`config.mk`:
```
export PLATFORM = sky130hd
export DESIGN_NAME = wavegen_top
export DESIGN_NICKNAME = d
export VERILOG_FILES = /design/src/rtl/wavegen_pkg.sv /design/src/rtl/wavegen_phase.sv /design/src/rtl/wavegen_sine.sv /design/src/rtl/wavegen_shapes.sv /design/src/rtl/wavegen_top.sv
export SDC_FILE = /design/constraint.sdc
export NUM_CORES = 1
export LEC_CHECK = 0
export BUFFER_PORTS_ARGS = -buffer_cell sky130_fd_sc_hd__buf_2
export CAP_MARGIN = 25
export CORE_UTILIZATION = 59
export DETAILED_ROUTE_END_ITERATION = 16
export PLACE_DENSITY_LB_ADDON = 0.08
export SKIP_LAST_GASP = 1
export SLEW_MARGIN = 20
export SYNTH_ARGS = -nofsm -noshare
export SYNTH_HDL_FRONTEND = slang
export SYNTH_SLANG_ARGS = --single-unit
```
`constraint.sdc`:
```
create_clock -name clk -period 4.9 [get_ports clk]
set_input_delay 0.49 -clock clk [delete_from_list [all_inputs] [get_ports clk]]
set_output_delay 0.49 -clock clk [all_outputs]
set_load 0.02 [all_outputs]
```
`src/rtl/wavegen_pkg.sv`:
```
package wavegen_pkg;

   typedef enum logic [1:0] {
      SHAPE_SINE   = 2'd0,
      SHAPE_SQUARE = 2'd1,
      SHAPE_TRI    = 2'd2,
      SHAPE_SAW    = 2'd3
   } shape_e;

   localparam int SEL_W = 2;

   // 2*pi scaled by 2^30, used to derive the per-step angle
   localparam longint TWO_PI_Q30 = 64'sd6746518852;
   localparam int     FRAC_BITS  = 30;
   localparam int     TAYLOR_N   = 6;

   // Rounded sine magnitude for quarter index k at a resolution of res_w bits.
   // The amplitude is 2^(res_w-1)-1 and the angle is 2*pi*k/2^res_w.
   function automatic int sine_quarter_mag(input int k, input int res_w);
      longint x;
      longint term;
      longint acc;
      longint amp;
      longint scaled;
      x    = longint'(k) * (TWO_PI_Q30 >>> res_w);
      term = x;
      acc  = x;
      for (int n = 1; n <= TAYLOR_N; n++) begin
         term = (term * x) >>> FRAC_BITS;
         term = (term * x) >>> FRAC_BITS;
         term = -term / longint'((2 * n) * (2 * n + 1));
         acc  = acc + term;
      end
      amp    = (64'sd1 <<< (res_w - 1)) - 64'sd1;
      scaled = (acc * amp + (64'sd1 <<< (FRAC_BITS - 1))) >>> FRAC_BITS;
      if (scaled < 0)   scaled = 0;
      if (scaled > amp) scaled = amp;
      return int'(scaled);
   endfunction

endpackage

```
`src/rtl/wavegen_phase.sv`:
```
module wavegen_phase #(
   parameter int RES_W = 8
) (
   input  logic             clk,
   input  logic             rst,
   input  logic             adv,
   output logic [RES_W-1:0] phase
);

   localparam logic [RES_W-1:0] STEP = RES_W'(1);

   initial begin
      if (RES_W < 4 || RES_W > 11)
         $error("wavegen_phase: RES_W must lie in 4..11");
   end

   always_ff @(posedge clk) begin
      if (rst)
         phase <= '0;
      else if (adv)
         phase <= phase + STEP;
   end

   // each enabled edge moves the phase forward by exactly one, modulo the period
   a_r2_phase_advance: assert property (@(posedge clk) disable iff (rst)
      adv |=> phase == $past(phase) + STEP);

   // no movement when not enabled
   a_r3_phase_hold: assert property (@(posedge clk) disable iff (rst)
      !adv |=> phase == $past(phase));

   // the first cycle after reset sees phase zero
   a_r1_phase_cleared: assert property (@(posedge clk) disable iff (rst)
      $past(rst) |-> phase == '0);

endmodule

```
`src/rtl/wavegen_sine.sv`:
```
module wavegen_sine
   import wavegen_pkg::*;
#(
   parameter int RES_W = 8
) (
   input  logic [RES_W-1:0] phase,
   output logic [RES_W-1:0] level
);

   localparam int QN    = 1 << (RES_W - 2);
   localparam int AMP_W = RES_W - 1;
   localparam int IDX_W = RES_W - 2;

   logic [AMP_W-1:0] quarter [0:QN];
   logic [1:0]       quadrant;
   logic [IDX_W-1:0] idx;
   logic [AMP_W-1:0] lut_addr;
   logic [AMP_W-1:0] mag;

   // Quarter-wave magnitude table, built at elaboration
   generate
      for (genvar g = 0; g <= QN; g++) begin : g_quarter
         localparam int MAG = sine_quarter_mag(g, RES_W);
         assign quarter[g] = AMP_W'(MAG);
      end
   endgenerate

   assign quadrant = phase[RES_W-1 -: 2];
   assign idx      = phase[IDX_W-1:0];

   // Odd quadrants read the table backwards, from the peak down
   always_comb begin
      if (quadrant[0])
         lut_addr = AMP_W'(QN) - AMP_W'(idx);
      else
         lut_addr = AMP_W'(idx);
   end

   assign mag = quarter[lut_addr];

   // First half sits above mid-scale; second half mirrors below it
   assign level = {~quadrant[1], quadrant[1] ? ~mag : mag};

   // the upper half of the period never drops below mid-scale, the lower never reaches it
   always_comb begin
      a_r5_sine_half: assert (phase[RES_W-1] == ~level[RES_W-1]);
   end

endmodule

```
`src/rtl/wavegen_shapes.sv`:
```
module wavegen_shapes
   import wavegen_pkg::*;
#(
   parameter int RES_W = 8
) (
   input  logic [RES_W-1:0] phase,
   input  shape_e           shape,
   output logic [RES_W-1:0] level
);

   localparam int IDX_W = RES_W - 2;

   logic [RES_W-1:0] sine_lvl;
   logic [RES_W-1:0] square_lvl;
   logic [RES_W-1:0] tri_lvl;
   logic [RES_W-1:0] saw_lvl;
   logic [1:0]       quadrant;
   logic [IDX_W-1:0] idx;
   logic [IDX_W:0]   idx_inc;

   wavegen_sine #(.RES_W(RES_W)) u_sine (
      .phase (phase),
      .level (sine_lvl)
   );

   assign quadrant = phase[RES_W-1 -: 2];
   assign idx      = phase[IDX_W-1:0];
   assign idx_inc  = {1'b0, idx} + (IDX_W+1)'(1);

   // Square: full scale for the first half, zero for the second
   assign square_lvl = {RES_W{~phase[RES_W-1]}};

   // Sawtooth: the phase itself
   assign saw_lvl = phase;

   // Triangle: slope of two codes per step, folding at the quarter points
   always_comb begin
      unique case (quadrant)
         2'd0:    tri_lvl = {1'b1, idx, 1'b0};
         2'd1:    tri_lvl = {1'b1, ~idx, 1'b0};
         2'd2:    tri_lvl = {1'b0, ~idx, 1'b0};
         default: tri_lvl = {idx_inc, 1'b0};
      endcase
   end

   always_comb begin
      unique case (shape)
         SHAPE_SINE:   level = sine_lvl;
         SHAPE_SQUARE: level = square_lvl;
         SHAPE_TRI:    level = tri_lvl;
         default:      level = saw_lvl;
      endcase
   end

endmodule

```
`src/rtl/wavegen_top.sv`:
```
module wavegen_top
   import wavegen_pkg::*;
#(
   parameter int RES_W = 8
) (
   input  logic             clk,
   input  logic             rst,
   input  logic             step_en,
   input  logic [1:0]       shape_sel,
   output logic [RES_W-1:0] sample,
   output logic             sample_vld
);

   logic [RES_W-1:0] phase;
   logic [RES_W-1:0] lookup_phase;
   logic [RES_W-1:0] shape_level;
   shape_e           shape;

   initial begin
      if (RES_W < 4 || RES_W > 11)
         $error("wavegen_top: RES_W must lie in 4..11");
   end

   assign shape = shape_e'(shape_sel);

   wavegen_phase #(.RES_W(RES_W)) u_phase (
      .clk   (clk),
      .rst   (rst),
      .adv   (step_en),
      .phase (phase)
   );

   // During reset the lookup is forced to phase zero so the output is primed
   assign lookup_phase = rst ? '0 : phase;

   wavegen_shapes #(.RES_W(RES_W)) u_shapes (
      .phase (lookup_phase),
      .shape (shape),
      .level (shape_level)
   );

   always_ff @(posedge clk) begin
      if (rst) begin
         sample     <= shape_level;
         sample_vld <= 1'b0;
      end else if (step_en) begin
         sample     <= shape_level;
         sample_vld <= 1'b1;
      end else begin
         sample_vld <= 1'b0;
      end
   end

   // an issued sample is flagged in the following cycle
   a_r2_valid_follows: assert property (@(posedge clk) disable iff (rst)
      step_en |=> sample_vld);

   // with enable low the output is frozen and not flagged
   a_r3_output_hold: assert property (@(posedge clk) disable iff (rst)
      !step_en |=> $stable(sample) && !sample_vld);

   // sawtooth output reproduces the phase it was taken from
   a_r8_saw_tracks_phase: assert property (@(posedge clk) disable iff (rst)
      step_en && shape_sel == 2'd3 |=> sample == $past(phase));

   // square output is one of the two rails, chosen by the phase half
   a_r6_square_rails: assert property (@(posedge clk) disable iff (rst)
      step_en && shape_sel == 2'd1 |=>
         sample == ($past(phase[RES_W-1]) ? '0 : '1));

   // triangle codes are always even
   a_r7_tri_even: assert property (@(posedge clk) disable iff (rst)
      step_en && shape_sel == 2'd2 |=> !sample[0]);

endmodule

```
* Word-level counts from Yosys, hierarchy flattened
Memories as Yosys holds them, arrays and structs flattened.
Index checks and enable logic that the tools add are counted.
** Word-level totals
- ROM bits :: 896
- Memories kept :: 1
- Input port bits :: 5
- Register bits :: 17
** Memory list
- (name not given) :: depth 128, bits a word 7, rd ports 1, clocked after Yosys merged registers in 0, wr ports 0, line wavegen_sine.sv:39 : assign mag = quarter[lut_addr];
** Cells by class
- Order comparisons :: 1
- Eq/ne operators :: 4
- Add/sub/neg operators :: 3
- Bitwise operators :: 4
- Mux-type cells :: 10
- Reduce and logical (&&, ||, !) cells :: 3
** Operator list (number)
- $pmux 8 s3 :: 2
- $mux 7 :: 4
- $mux 8 :: 3
- $add 8x1->8 const B :: 1
- $ge 8x8->1 const B :: 1
- $not 7->8 :: 1
- $add 6x1->7 const B :: 1
- $not 7->7 :: 1
- $sub 7x6->7 const A :: 1
- $not 6->6 :: 1
- $eq 2x1->1 const B :: 2
- $eq 2x2->1 const B :: 2
- $logic_not 2->1 :: 2
- $reduce_bool 2->1 :: 1
- $mux 1 :: 1
- $not 1->1 :: 1

* Longest topological paths before layout
- Depth after elaboration :: 12
- Mapped depth :: 15
- Depth with buffers taken out :: 13

* Modules after synthesis
From an unflattened synthesis, not the netlist that was laid out.
** Unflattened totals
- Cell total of the unflattened synthesis :: 252
- Area total of the unflattened synthesis :: 2049.5 um2
** By module, submodules not included
- wavegen_sine :: times used 1, cells an instance 145, area an instance 1047.3 um2, sequential area each 0.0 um2
- wavegen_shapes :: times used 1, cells an instance 51, area an instance 340.3 um2, sequential area each 0.0 um2
- wavegen_phase :: times used 1, cells an instance 37, area an instance 339.1 um2, sequential area each 160.2 um2
- wavegen_top :: times used 1, cells an instance 19, area an instance 322.8 um2, sequential area each 260.2 um2

* Least setup slack after synthesis
Ideal clock, no wire load.
- Path kind :: input to register
- From :: input rst
- To :: register sample[0] (data pin)
- Data required time :: 4.634 ns
- Setup time :: 0.266 ns
- Slack :: 1.432 ns
- Stages :: 12
- Arrival time :: 3.202 ns
- Path through :: clkbuf_1 nand2b_1 inv_1 ha_1 nand2_1 nor3b_1 ha_1 mux2_2 a21oi_2 a311oi_2 o21ai_1 or3b_1
** On the way
- Word-level cells in the longest chain between the ends :: 12
** Ends and longest elaborated chain
- start, declared :: line wavegen_top.sv:7 : input logic rst,
- $mux 8 * :: line wavegen_top.sv:34 : assign lookup_phase = rst ? '0 : phase;
- $sub 7x6->7 :: line wavegen_sine.sv:34 : lut_addr = AMP_W'(QN) - AMP_W'(idx);
- $mux 7 :: line wavegen_sine.sv:33 : if (quadrant[0])
- $not 7->8 (not written as such) :: line wavegen_sine.sv:39
- $mem_v2 128x7
- $mux 7 (not written as such) (2 in series) :: line wavegen_sine.sv:39
- $not 7->7 :: line wavegen_sine.sv:42 : assign level = {~quadrant[1], quadrant[1] ? ~mag : mag};
- $mux 7 :: line wavegen_sine.sv:42
- $pmux 8 s3 * :: line wavegen_shapes.sv:47 : unique case (shape)
- named net shape_level[0] :: line wavegen_top.sv:16 : logic [RES_W-1:0] shape_level;
- $mux 8 :: line wavegen_top.sv:46 : end else if (step_en) begin
- $mux 8 * :: line wavegen_top.sv:43 : if (rst) begin
- end signal, assigned :: line wavegen_top.sv:44 : sample <= shape_level;
- end signal, assigned :: line wavegen_top.sv:47 : sample <= shape_level;
- end, declared :: line wavegen_top.sv:10 : output logic [RES_W-1:0] sample,
The timed path passes the listed nets; every way through them passes the cells marked *. The select of a mux whose other input is x is not followed.
A chain may end at the register's enable or synchronous reset.

* Worst setup path in the final report
Same ends and word-level chain as after synthesis.

==> results.py <==
metrics = {
    "grt": {
        "grt-busiest-layer": "met2",
        "track_usage": 0.313,
        "grt_pass1_wl_um": 10100,
        "grt_pass1_vias": 1970,
        "grt_max_degree": 26,
        "overflow": 0,
        "met1_usage": 0.446,
        "grt_use_met2": 0.485,
        "antenna_found_initial": 0,
        "grtUsageMet3": 0.0161,
    },
    "pwr": {
        "switchingPower_uw": 117,
        "p_leak_uw": 0.000969,
        "vdd_drop_max_uv": 68.5,
        "power_uw": 370,
        "power.density_nw_per_um2": 158,
        "swShare": 0.316,
        "pwr-share-seq": 0.432,
        "internal_power_uw": 253,
        "power_frac_comb": 0.288,
        "p_clk_frac": 0.279,
    },
    "logic_synthesis": {
        "async_reset_ff_frac": 0,
        "synthDistinctLibCells": 73,
        "synthFlopType": "dfxtp_1",
        "yosysWarningCount": 0,
        "syn_avg_cell_area_um2": 7.63,
        "syn_inst": 297,
        "syn_area_um2": 2260,
        "synth_nets": 310,
        "yosys_register_bits": 17,
        "yosysSeqAreaShare": 0.186,
        "synth_edf_count": 8,
    },
    "routing": {
        "viasPerCell": 6.71,
        "remaining_drc_errors": 0,
        "wl_per_cell_um": 18.1,
        "ant_nets": 0,
        "drt_wl_total_um": 6190,
        "drt_first_iter_violations": 284,
        "first_pass_iters": 5,
        "num_vias": 2288,
    },
    "cts": {
        "clk_pin_slew_ns": 0.06,
        "cts_buffers": 3,
        "clk_latency_ns": 0.25,
        "cts.sink_count": 17,
        "post-cts-setup-buffer-count": 0,
        "root_buffer": "clkbuf_8",
        "cts_tree": "yes",
        "cts_buffer_depth": 2,
        "cts_resized": 0,
        "holdBufCountCts": 0,
        "h-tree-depth": 1,
    },
    "run_status": {
        "status": "completed",
    },
    "die": {
        "initial_core_util": 0.619,
        "fp.coreArea_um2": 3660,
        "die_h_um": 64.0,
        "dieArea_um2": 4090,
        "rows": 22,
        "die_w_um": 64.0,
        "ioPinCount": 14,
    },
    "place": {
        "dpl_cell_area_um2": 2290,
        "dp_hpwl_um": 4500,
        "portBuffers": 13,
        "place_congestion": 1.04,
        "pre_cts_slack_ns": 1.28,
    },
    "worst_setup_path": {
        "critical_path_depth": 10,
        "crit_type": "in2reg",
        "rr_endpoint": "sample[0]$_DFFE_PP_",
        "critPathRequiredTime_ns": 4.90,
        "crit_path_max_incr_delay_ns": 0.44,
        "path_buf_inv": 1,
        "setup.worst_path.start": "rst",
        "r2r_cells": 10,
        "cp-start-kind": "primary input",
        "cpMostUsedCell": "or3b_1",
        "rrSetupSlack_ns": 1.55,
        "slowest_stage": "ha_1",
        "critical_path.top_delay_family": "simple AND/OR/NAND/NOR gates",
        "crit_chain": "buf_2 -> nand2b_1 -> ha_1 -> or3b_1 -> a211o_1 -> nand2_2 -> a2111oi_0 -> a221oi_1 -> nor3_1 -> or3b_1",
        "cp.arrival_ns": 3.39,
        "end_kind": "flop",
        "path_max_fanout": 18,
        "regToRegStartpoint": "u_phase.phase[0]$_SDFFE_PP0P_",
    },
    "sta": {
        "relSlewSlack": 0.503,
        "setup_violations": 0,
        "slew_viol_final": 0,
        "final_hold_viol_count": 0,
        "tightest_slew_ns": 0.746,
        "fin_crit_sh": 0.692,
        "worst_slack_ns": 1.51,
        "finClkSkew_ns": 0.00259,
        "rsz0062_at_grt": "no",
        "min_period_ns": 3.39,
        "max_freq_mhz": 295,
        "fin_tns_setup_ns": 0,
    },
    "cells_and_area": {
        "post-route-util": 0.639,
        "nets": 307,
        "fin_area_um2": 2340,
        "n_antenna_cell": 0,
        "syn2layout_area_growth_pct": 3.26,
        "final_cell_mix": "nor2_1, nand2_1, a21oi_1",
        "final_common_cell": "nor2_1",
        "layout-drive-gt1-share": 0.143,
    },
    "min_path": {
        "hold_path_class": "in2reg",
        "min_path_cells": 2,
        "worstHoldStart": "step_en",
        "holdPathEnd": "sample_vld$_SDFF_PP0_",
    },
    "flow_run": {
        "max_cap_violations": 0,
    },
}
logic make-up (layout without fill, tap and decap cells):
| family | count (synthesis) | in the layout | synth area share |
|---|---|---|---|
| simple gates | 115 | 115 | 0.266 |
| compound gates | 92 | 92 | 0.302 |
| buf+inv | 38 | 34 | 0.0840 |
| xor+xnor | 17 | 17 | 0.0718 |
| flops | 17 | 17 | 0.186 |
| mux | 10 | 10 | 0.0464 |
| fa+ha+maj | 8 | 8 | 0.0442 |
Yosys cell counts (all sizes together), types with 5 or more instances:
cell type | instances | area [um2]
nor2b | 7 | 43.8
buf | 14 | 100
nor2 | 32 | 120
o211ai | 6 | 45.0
clkbuf | 15 | 56.3
mux2i | 6 | 60.1
xor2 | 8 | 70.1
o22ai | 5 | 31.3
nor3 | 9 | 45.0
ha | 8 | 100
inv | 9 | 33.8
edfxtp | 8 | 240
and3 | 5 | 31.3
a21o | 7 | 52.6
nand2b | 9 | 56.3
a31oi | 8 | 50.1
a21oi | 16 | 87.6
dfxtp | 9 | 180
o21ai | 13 | 65.1
nand3 | 6 | 30.0
nand2 | 23 | 88.8
xnor2 | 8 | 70.1
worst reg2reg max path, delay by kind of cell, from the launching register on:
kind | cells | cell delay [ns]
DFF | 1 | 0.31
adders and majority gates | 1 | 0.36
buffers and inverters | 1 | 0.20
muxes | 1 | 0.43
AOI/OAI and AO/OA | 4 | 1.03
and+or+nand+nor | 3 | 0.78
cell type report:
cell class,count,area [um2]
fill,330,1320
multi-input combinational,242,1650
clock buffer,4,45.0
inverter,9,33.8
tap,48,60.1
sequential,17,420
timing repair buffer,21,125
layer usage:
layer | routed length [um] | vias to the layer above
li1 | - | 1100
met1 | 2690 | 1024
met2 | 2800 | 141
met3 | 479 | 23
met4 | 216 | 0
met5 | 0 | -
sequential cells by signal, indices dropped and copies added (netlist names):
register       count
sample             8
u_phase.phase      8
sample_vld         1
metrics by stage:
| step | cells | hold WS (ns) |
|---|---|---|
| 2_1_floorplan | 297 | 0.598 |
| 3_3_place_gp | 337 | 0.675 |
| 3_5_place_dp | 337 | 0.683 |
| 4_1_cts | 341 | 0.597 |
| 5_1_grt | 341 | 0.603 |
| 6_report | 341 | 0.591 |
power by group through the flow:
stage / Combinational, uW / Sequential (uW) / Clock [uW]
floorplan: 66.0 / 174 / 0
global placement: 104 / 163 / 0
detailed placement: 105 / 163 / 0
CTS: 105 / 160 / 104
global route: 115 / 161 / 108
finish: 107 / 160 / 103
how the worst max path moves through the flow:
stage                                      to
after floorplan           sample[0]$_DFFE_PP_
after global placement    sample[0]$_DFFE_PP_
after detailed placement  sample[0]$_DFFE_PP_
final                     sample[0]$_DFFE_PP_
after CTS                 sample[0]$_DFFE_PP_
after global routing      sample[0]$_DFFE_PP_
No activity file was read; power rests on OpenSTA's default activity.
